===== config.mk =====
export PLATFORM = sky130hd
export DESIGN_NAME = brk_unit
export DESIGN_NICKNAME = d
export VERILOG_FILES = /design/src/rtl/brkcmp_pkg.sv /design/src/rtl/brk_regfile.sv /design/src/rtl/brk_match.sv /design/src/rtl/brk_ctl.sv /design/src/rtl/brk_unit.sv
export SDC_FILE = /design/constraint.sdc
export NUM_CORES = 1
export LEC_CHECK = 0
export BUFFER_PORTS_ARGS = -buffer_cell sky130_fd_sc_hd__buf_2
export CAP_MARGIN = 5
export CORE_UTILIZATION = 60
export DETAILED_ROUTE_END_ITERATION = 16
export GPL_ROUTABILITY_DRIVEN = 0
export PLACE_DENSITY = 0.95
export RECOVER_POWER = 50
export SETUP_SLACK_MARGIN = 0.5
export SYNTH_ARGS = -nofsm -noshare
export SYNTH_HDL_FRONTEND = slang
export SYNTH_HIERARCHICAL = 1
export SYNTH_SLANG_ARGS = --single-unit
export TNS_END_PERCENT = 100

===== constraint.sdc =====
create_clock -name clk -period 3.1 [get_ports clk]
set_input_delay 0.31 -clock clk [delete_from_list [all_inputs] [get_ports clk]]
set_output_delay 0.31 -clock clk [all_outputs]
set_load 0.03 [all_outputs]

===== src/rtl/brkcmp_pkg.sv =====
package brkcmp_pkg;

    typedef enum logic [2:0] {
        SEL_ADDR_HI = 3'd0,
        SEL_ADDR_LO = 3'd1,
        SEL_MASK_HI = 3'd2,
        SEL_MASK_LO = 3'd3,
        SEL_CYCLE   = 3'd4,
        SEL_STATUS  = 3'd5
    } reg_sel_e;

    typedef enum logic [1:0] {
        CYC_NONE = 2'b00,
        CYC_CPU  = 2'b01,
        CYC_XFER = 2'b10,
        CYC_BOTH = 2'b11
    } cyc_sel_e;

    typedef enum logic [1:0] {
        ST_OFF   = 2'd0,
        ST_WATCH = 2'd1,
        ST_HELD  = 2'd2
    } brk_state_e;

    localparam int unsigned CYC_LSB  = 6;
    localparam int unsigned CLR_BIT  = 0;
    localparam logic        MST_CPU  = 1'b0;
    localparam logic        MST_XFER = 1'b1;

endpackage


===== src/rtl/brk_regfile.sv =====
module brk_regfile
    import brkcmp_pkg::*;
#(
    parameter int unsigned REG_W  = 16,
    parameter int unsigned ADDR_W = 32
) (
    input  logic              clk,
    input  logic              rst_n,
    input  logic [2:0]        reg_sel,
    input  logic              reg_we,
    input  logic [REG_W-1:0]  reg_wdata,
    output logic [REG_W-1:0]  reg_rdata,
    input  logic              flag_q,
    output logic [ADDR_W-1:0] brk_addr,
    output logic [ADDR_W-1:0] brk_mask,
    output cyc_sel_e          cyc_sel,
    output logic              clr_req
);
    localparam int unsigned HALVES = ADDR_W / REG_W;

    reg_sel_e sel_e;
    assign sel_e = reg_sel_e'(reg_sel);

    generate
        for (genvar h = 0; h < HALVES; h++) begin : g_half
            localparam reg_sel_e A_SEL = (h == HALVES - 1) ? SEL_ADDR_HI : SEL_ADDR_LO;
            localparam reg_sel_e M_SEL = (h == HALVES - 1) ? SEL_MASK_HI : SEL_MASK_LO;
            logic [REG_W-1:0] a_q;
            logic [REG_W-1:0] m_q;

            always_ff @(posedge clk) begin
                if (!rst_n) begin
                    a_q <= '0;
                    m_q <= '0;
                end else if (reg_we) begin
                    if (sel_e == A_SEL) a_q <= reg_wdata;
                    if (sel_e == M_SEL) m_q <= reg_wdata;
                end
            end

            assign brk_addr[h*REG_W +: REG_W] = a_q;
            assign brk_mask[h*REG_W +: REG_W] = m_q;
        end
    endgenerate

    cyc_sel_e cyc_q;

    always_ff @(posedge clk) begin
        if (!rst_n) begin
            cyc_q <= CYC_NONE;
        end else if (reg_we && sel_e == SEL_CYCLE) begin
            cyc_q <= cyc_sel_e'(reg_wdata[CYC_LSB +: 2]);
        end
    end

    assign cyc_sel = cyc_q;
    assign clr_req = reg_we && (sel_e == SEL_STATUS) && reg_wdata[CLR_BIT];

    always_comb begin
        reg_rdata = '0;
        case (sel_e)
            SEL_ADDR_HI: reg_rdata = brk_addr[ADDR_W-1 -: REG_W];
            SEL_ADDR_LO: reg_rdata = brk_addr[REG_W-1:0];
            SEL_MASK_HI: reg_rdata = brk_mask[ADDR_W-1 -: REG_W];
            SEL_MASK_LO: reg_rdata = brk_mask[REG_W-1:0];
            SEL_CYCLE:   reg_rdata[CYC_LSB +: 2] = cyc_q;
            SEL_STATUS:  reg_rdata[CLR_BIT] = flag_q;
            default:     reg_rdata = '0;
        endcase
    end

    // a write to the cycle register is visible as the select one edge later
    a_r4_cycle_write: assert property (@(posedge clk) disable iff (!rst_n)
        (reg_we && sel_e == SEL_CYCLE) |=> (cyc_sel == cyc_sel_e'($past(reg_wdata[CYC_LSB +: 2]))));

    // a write to the low address half is seen on the compare bus after the edge
    a_r2_addr_lo_write: assert property (@(posedge clk) disable iff (!rst_n)
        (reg_we && sel_e == SEL_ADDR_LO) |=> (brk_addr[REG_W-1:0] == $past(reg_wdata)));

    // the status register reflects the flag driven by the controller
    a_r11_status_read: assert property (@(posedge clk) disable iff (!rst_n)
        (sel_e == SEL_STATUS) |-> (reg_rdata == REG_W'(flag_q)));

endmodule


===== src/rtl/brk_match.sv =====
module brk_match
    import brkcmp_pkg::*;
#(
    parameter int unsigned ADDR_W = 32
) (
    input  logic              clk,
    input  logic              rst_n,
    input  logic              bus_valid,
    input  logic [ADDR_W-1:0] bus_addr,
    input  logic              bus_master,
    input  logic [ADDR_W-1:0] brk_addr,
    input  logic [ADDR_W-1:0] brk_mask,
    input  cyc_sel_e          cyc_sel,
    output logic              hit
);
    logic [ADDR_W-1:0] bit_ok;
    logic              addr_ok;
    logic              master_ok;

    generate
        for (genvar i = 0; i < ADDR_W; i++) begin : g_bit
            assign bit_ok[i] = brk_mask[i] | ~(bus_addr[i] ^ brk_addr[i]);
        end
    endgenerate

    assign addr_ok = &bit_ok;

    always_comb begin
        master_ok = 1'b0;
        unique case (cyc_sel)
            CYC_NONE: master_ok = 1'b0;
            CYC_CPU:  master_ok = (bus_master == MST_CPU);
            CYC_XFER: master_ok = (bus_master == MST_XFER);
            CYC_BOTH: master_ok = 1'b1;
        endcase
    end

    assign hit = bus_valid && addr_ok && master_ok;

    // no hit without a valid access
    a_r9_needs_valid: assert property (@(posedge clk) disable iff (!rst_n)
        !bus_valid |-> !hit);

    // a disabled cycle select never produces a hit
    a_r5_none_no_hit: assert property (@(posedge clk) disable iff (!rst_n)
        (cyc_sel == CYC_NONE) |-> !hit);

    // a fully masked address with both masters enabled always hits
    a_r3_full_mask_hits: assert property (@(posedge clk) disable iff (!rst_n)
        (bus_valid && (&brk_mask) && cyc_sel == CYC_BOTH) |-> hit);

endmodule


===== src/rtl/brk_ctl.sv =====
module brk_ctl
    import brkcmp_pkg::*;
(
    input  logic     clk,
    input  logic     rst_n,
    input  logic     hit,
    input  logic     clr_req,
    input  cyc_sel_e cyc_sel,
    output logic     flag_q,
    output logic     brk_irq
);
    brk_state_e state_q;
    brk_state_e state_d;

    always_comb begin
        state_d = state_q;
        unique case (state_q)
            ST_OFF: begin
                if (hit)                      state_d = ST_HELD;
                else if (cyc_sel != CYC_NONE) state_d = ST_WATCH;
            end
            ST_WATCH: begin
                if (hit)                      state_d = ST_HELD;
                else if (cyc_sel == CYC_NONE) state_d = ST_OFF;
            end
            ST_HELD: begin
                if (!hit && clr_req)
                    state_d = (cyc_sel == CYC_NONE) ? ST_OFF : ST_WATCH;
            end
            default: state_d = ST_OFF;
        endcase
    end

    always_ff @(posedge clk) begin
        if (!rst_n) state_q <= ST_OFF;
        else        state_q <= state_d;
    end

    always_comb begin
        flag_q  = (state_q == ST_HELD);
        brk_irq = flag_q;
    end

    // a qualifying hit raises the request at the next edge
    a_r10_hit_raises: assert property (@(posedge clk) disable iff (!rst_n)
        hit |=> brk_irq);

    // the request stays up until a clear is written
    a_r11_sticky: assert property (@(posedge clk) disable iff (!rst_n)
        (brk_irq && !clr_req) |=> brk_irq);

    // a clear with no concurrent hit drops the request
    a_r11_clear: assert property (@(posedge clk) disable iff (!rst_n)
        (clr_req && !hit) |=> !brk_irq);

    // a hit wins over a concurrent clear
    a_r12_set_wins: assert property (@(posedge clk) disable iff (!rst_n)
        (clr_req && hit) |=> brk_irq);

    // without a hit the request cannot rise
    a_r5_no_spurious_rise: assert property (@(posedge clk) disable iff (!rst_n)
        (!brk_irq && !hit) |=> !brk_irq);

endmodule


===== src/rtl/brk_unit.sv =====
module brk_unit
    import brkcmp_pkg::*;
#(
    parameter int unsigned REG_W  = 16,
    parameter int unsigned ADDR_W = 32
) (
    input  logic              clk,
    input  logic              rst_n,
    input  logic [2:0]        reg_sel,
    input  logic              reg_we,
    input  logic [REG_W-1:0]  reg_wdata,
    output logic [REG_W-1:0]  reg_rdata,
    input  logic              bus_valid,
    input  logic [ADDR_W-1:0] bus_addr,
    input  logic              bus_master,
    output logic              brk_irq
);
    logic [ADDR_W-1:0] brk_addr;
    logic [ADDR_W-1:0] brk_mask;
    cyc_sel_e          cyc_sel;
    logic              clr_req;
    logic              hit;
    logic              flag_q;

    brk_regfile #(.REG_W(REG_W), .ADDR_W(ADDR_W)) u_regs (
        .clk       (clk),
        .rst_n     (rst_n),
        .reg_sel   (reg_sel),
        .reg_we    (reg_we),
        .reg_wdata (reg_wdata),
        .reg_rdata (reg_rdata),
        .flag_q    (flag_q),
        .brk_addr  (brk_addr),
        .brk_mask  (brk_mask),
        .cyc_sel   (cyc_sel),
        .clr_req   (clr_req)
    );

    brk_match #(.ADDR_W(ADDR_W)) u_match (
        .clk        (clk),
        .rst_n      (rst_n),
        .bus_valid  (bus_valid),
        .bus_addr   (bus_addr),
        .bus_master (bus_master),
        .brk_addr   (brk_addr),
        .brk_mask   (brk_mask),
        .cyc_sel    (cyc_sel),
        .hit        (hit)
    );

    brk_ctl u_ctl (
        .clk     (clk),
        .rst_n   (rst_n),
        .hit     (hit),
        .clr_req (clr_req),
        .cyc_sel (cyc_sel),
        .flag_q  (flag_q),
        .brk_irq (brk_irq)
    );

endmodule


Word-level counts from Yosys, hierarchy flattened --
Index checks and enable logic that the tools add are counted. W data, S select, Z words.
Storage, ports and cells: bits in registers 68, bits of input ports 56, output and inout bits 17, logic and storage cells 145
Operators by class: eq/ne operators 13, multiplexer cells 12, bitwise logic cells 97, reduce and logical (&&, ||, !) cells 17
Operator list (number):
- $not A1 Y1 | 33
- $or A1 B1 Y1 | 32
- $pmux W8 S4 | 1
- $reduce_and A32 Y1 | 1
- $xor A1 B1 Y1 | 32
- $pmux W5 S4 | 1
- $mux W2 | 5
- $pmux W2 S5 | 1
- $reduce_and A2 Y1 | 4
- $eq A2 B2 Y1 const B | 3
- $eq A3 B2 Y1 const B | 2
- $eq A3 B3 Y1 const B | 2
- $logic_and A1 B1 Y1 | 6
- $ne A3 B1 Y1 const B | 2
- $pmux W2 S3 | 1
- $pmux W1 S5 | 1
- $eq A2 B1 Y1 const B | 2
- $logic_not A2 Y1 | 2
- $pmux W1 S4 | 1
- $eq A3 B1 Y1 const B | 1
- $logic_not A3 Y1 | 1
- $reduce_and A3 Y1 | 1
- $ne A2 B1 Y1 const B | 1
- $reduce_bool A2 Y1 | 1
- 2 further kinds | 2

Longest topological paths before layout --
depth in word-level cells 10, depth in mapped cells 7, gate-level depth less buffers 7

By module --
The synthesis kept the hierarchy.
Modules (own cells, without submodules):
- brk_regfile | times used 1, cells an instance 347, area an instance 3226.8 um2, seq. area each 1321.3 um2
- brk_match | times used 1, cells an instance 60, area an instance 455.4 um2, seq. area each 0.0 um2
- brk_ctl | times used 1, cells an instance 11, area an instance 103.8 um2, seq. area each 40.0 um2

Worst setup path after synthesis --
Ideal clock, no wire load.
kind input to output, start point input reg_sel[2], end point output reg_rdata[6], arrival time 1.508 ns, data required time 2.790 ns, path slack 1.282 ns, stages 5, buffers on the path 2, cells stage by stage buf_2 clkbuf_1 and2b_1 a22oi_1 o22ai_1
On the way: word-level cells in the longest chain between the ends 2, elaborated cells between the ends (all ways) 6, classes of those cells eq/ne (4); mux (1); reduce/logical (1)
RTL lines:
- start: declaration | RTL line brk_unit.sv:9 | input logic [2:0] reg_sel,
- $eq A3 B3 Y1 (tied with other cells) | RTL line brk_regfile.sv:61 | case (sel_e)
- $pmux W2 S5 * | RTL line brk_regfile.sv:61
- end: declaration | RTL line brk_unit.sv:12 | output logic [REG_W-1:0] reg_rdata,
Mark *: on every way between the ends. The rest lies on a longest branch, timed or not.

Worst setup path after layout --
start point input reg_sel[1], end point output reg_rdata[12]
On the way: word-level cells in the longest chain between the ends 2, elaborated cells between the ends (all ways) 5, classes of those cells eq/ne (3); mux (1); reduce/logical (1)
RTL lines (RTL line):
- $eq A3 B2 Y1 (tied with other cells) | brk_regfile.sv:61
- $pmux W8 S4 * | brk_regfile.sv:61
Marks and branches as above.

==> results.md <==
* Result of the run: finished clean
* Fill count at 420
* Number of buffers inserted by hold repair at cts at 0
* Final-report hold violation count at 0
* Largest net degree at the start of global routing at 43
* Worst-case register-to-register setup slack at 1.41 ns
* Critical path, cell by cell: buf_2 > mux4_2 > nor2b_1 > buf_2
* Relative slew margins at 0.407
* Number of buffers on the longest clock path at 2
* Startpoint of the lowest-slack hold path: reg_wdata[12]
* Max FO, Critical Path at 30
* Total Nets Final at 529
* Endpoint of the worst hold-timing path: u_regs/g_half[0].a_q[12]
* Clock Sink Count at 68
* Max stage delay cell, worst path: sky130_fd_sc_hd__buf_2
* P_leak at 1.51 nW
* Crit share post-route at 0.704
* Setup CP Type: in2out
* Final instance count without filler cells at 553
* Wire length of the first global-routing pass at 15.7 mm
* Register area at 1360 µm²
* Worst-case vdd ir drop at 0.254 mV
* Clock transition at path regs at 0.07 ns
* Global Route Usage Sum at 0.321
* Share of post-route cells with drive strength above 1 at 0.276
* Number of pins exceeding their max-slew limit in the final report at 0
* Synth Register Bits at 68
* Std cell rows at 28
* Vias at 3419
* Worst hold path type: in2reg
* Number of levels in the clock H-tree at 3
* Number of optimization iterations in the first detailed-route pass at 5
* Antenna violations before repair at 0
* Core outline area at 5990 µm²
* Fin crit period at 2.18 ns
* Worst Setup Start Kind: input pin
* Max stage delay on crit path at 0.59 ns
* Number of design rule violations left after detail routing at 0
* Grt ovf at 0
* Worst clock skew at 0.00628 ns
* Initial Utilization at 0.632
* Clock latency of the later-clocked register in the worst-skew pair at 0.34 ns
* Cell repeated most along the worst path: sky130_fd_sc_hd__buf_2
* Worst flop-to-flop path startpoint: u_regs/g_half[0].a_q[15]
* TritonCTS clock tree: built
* Via/cell ratio at 6.18
* Fraction of the yosys area taken by sequential cells at 0.360
* PwrDens at 457 nW/µm²
* Final total power at 1.95 mW
* Unrepaired setup endpoints after global routing: no
* CP required at 2.79 ns
* Die Wd at 81.4 µm
* Number of failing setup endpoints in the final timing report at 0
* Routed len/inst at 18.2 µm
* Max-Cap Viols at 0
* Critical path data arrival time at 1.87 ns
* Instance count along the most critical hold path at 3
* Number of buffers added on ports at 72
* Predominant post-synthesis flop cell: sky130_fd_sc_hd__dfxtp_1
* Number of global-route vias before repair at 3250
* Post-synth net total at 474
* Routed WL at 10.1 mm
* Capturing element type of the critical path: output port
* Number of enable-type register cells in the synthesized netlist at 0
* ANT nets after route at 0
* First-iteration detailed-routing DRC count at 398
* Reg2Reg Depth at 7
* Area used by multi-input combinational logic at 2190 µm²
* End of the worst register-to-register path: u_ctl/state_q[1]
* Dpl hpwl at 6.57 mm
* Post-CTS Setup Bufs at 0
* Floorplan die area at 6630 µm²
* Fin Setup TNS at 0 ns
* Number of cells produced by synthesis at 418
* Tightest Pin Transition at 0.889 ns
* Ant. Diodes at 0
* Clock buffers created by TritonCTS at 9
* Achievable Freq at 458 MHz
* Cts repair resizes at 0
* Y dimension of the die at 81.4 µm
* Yosys synthesis warning count at 6
* Clock root buffer: sky130_fd_sc_hd__clkbuf_8
* Post-synth ARST share at 0
* Netlist cell types at 45
* Final Util at 0.712
* Final hold slack at 0.241 ns
* Syn Area/Cell at 9.06 µm²
* P&R area growth vs syn at 12.6%
* Post-Syn Area at 3790 µm²
* Number of placed cells counting well taps at 537
* Top-level port count at 73
==> sequential cells by signal (all words and copies together) (netlist names) <==
register           count
u_ctl/state_q          2
u_regs/cyc_sel         2
u_regs/g_half.a_q     32
u_regs/g_half.m_q     32
==> worst max-delay path: cells and delay by family <==
kind          cells  cell delay, ns
buf+inv           2            0.81
mux               1            0.58
simple gates      1            0.16
==> cells in the final DEF, fill, tap and decap left out, types with 8 or more instances in the layout <==
master,instances
sky130_fd_sc_hd__a21boi_2,10
sky130_fd_sc_hd__nand2_2,10
sky130_fd_sc_hd__nand2_1,119
sky130_fd_sc_hd__buf_2,71
sky130_fd_sc_hd__mux4_2,13
sky130_fd_sc_hd__dfxtp_1,68
sky130_fd_sc_hd__a21boi_0,48
sky130_fd_sc_hd__xnor2_1,32
sky130_fd_sc_hd__nor2_1,8
sky130_fd_sc_hd__clkbuf_8,10
sky130_fd_sc_hd__o22ai_1,16
sky130_fd_sc_hd__nor2b_1,16
==> through the flow <==
step / setup slack (ns) / area, µm²
6_report: 0.918 / 4260
4_1_cts: 0.931 / 4270
2_1_floorplan: 1.28 / 3790
3_3_place_gp: 0.980 / 4050
5_1_grt: 0.841 / 4260
3_5_place_dp: 0.931 / 4050
==> per-layer routing <==
layer | global-route usage | vias to the layer above | routed length [µm]
li1 | - | 1538 | -
met1 | 0.404 | 1616 | 3880
met2 | 0.519 | 222 | 4920
met3 | 0.0500 | 43 | 941
met4 | 0.189 | 0 | 331
met5 | 0 | - | 0
==> synth_stat cells, types with 6 or more instances <==
library cell                 n  area share
sky130_fd_sc_hd__xnor2_1    32       0.074
sky130_fd_sc_hd__dfxtp_1    68        0.36
sky130_fd_sc_hd__buf_4       9       0.018
sky130_fd_sc_hd__buf_2       6      0.0079
sky130_fd_sc_hd__mux4_2     13       0.077
sky130_fd_sc_hd__a21boi_2   10       0.030
sky130_fd_sc_hd__nand2_2    10       0.017
sky130_fd_sc_hd__clkbuf_1    9      0.0089
sky130_fd_sc_hd__nand2_1   119        0.12
sky130_fd_sc_hd__nor2b_1    16       0.026
sky130_fd_sc_hd__o22ai_1    16       0.026
sky130_fd_sc_hd__nor2_1      8      0.0079
sky130_fd_sc_hd__a21boi_0   37       0.073
sky130_fd_sc_hd__a21boi_1   17       0.034
==> worst max path at each step <==
stage / cells after the start / startpoint / slack, ns / endpoint
after floorplan: 5 / reg_sel[2] / 1.28 / reg_rdata[6]
after global placement: 4 / reg_sel[1] / 0.98 / reg_rdata[4]
after CTS: 4 / reg_sel[1] / 0.93 / reg_rdata[12]
after detailed placement: 4 / reg_sel[1] / 0.93 / reg_rdata[12]
after global routing: 4 / reg_sel[1] / 0.84 / reg_rdata[9]
final: 4 / reg_sel[1] / 0.92 / reg_rdata[12]
==> cells by family after synthesis <==
kind of cell / Yosys count / synth area share
AOI/OAI and AO/OA: 91 / 0.188
xor gates and xnor gates: 32 / 0.0740
buffers and inverters: 35 / 0.0605
DFF: 68 / 0.360
muxes: 20 / 0.0968
and+or+nand+nor: 172 / 0.221
==> final cells by class <==
cell class / instances / share of cell area
inverters: 3 / 0.00264
flip-flops and latches: 68 / 0.319
repair buffers: 76 / 0.0913
multi-input cells: 315 / 0.514
clock buffers: 12 / 0.0340
well taps: 75 / 0.0220
clock inverters: 4 / 0.0170
==> where the power goes <==
part / internal, mW / switching, mW
Clock: 0.475 / 0.341
Sequential: 0.891 / 0.0177
Combinational: 0.102 / 0.123
Note: power is estimated with default switching activity, not from simulation.
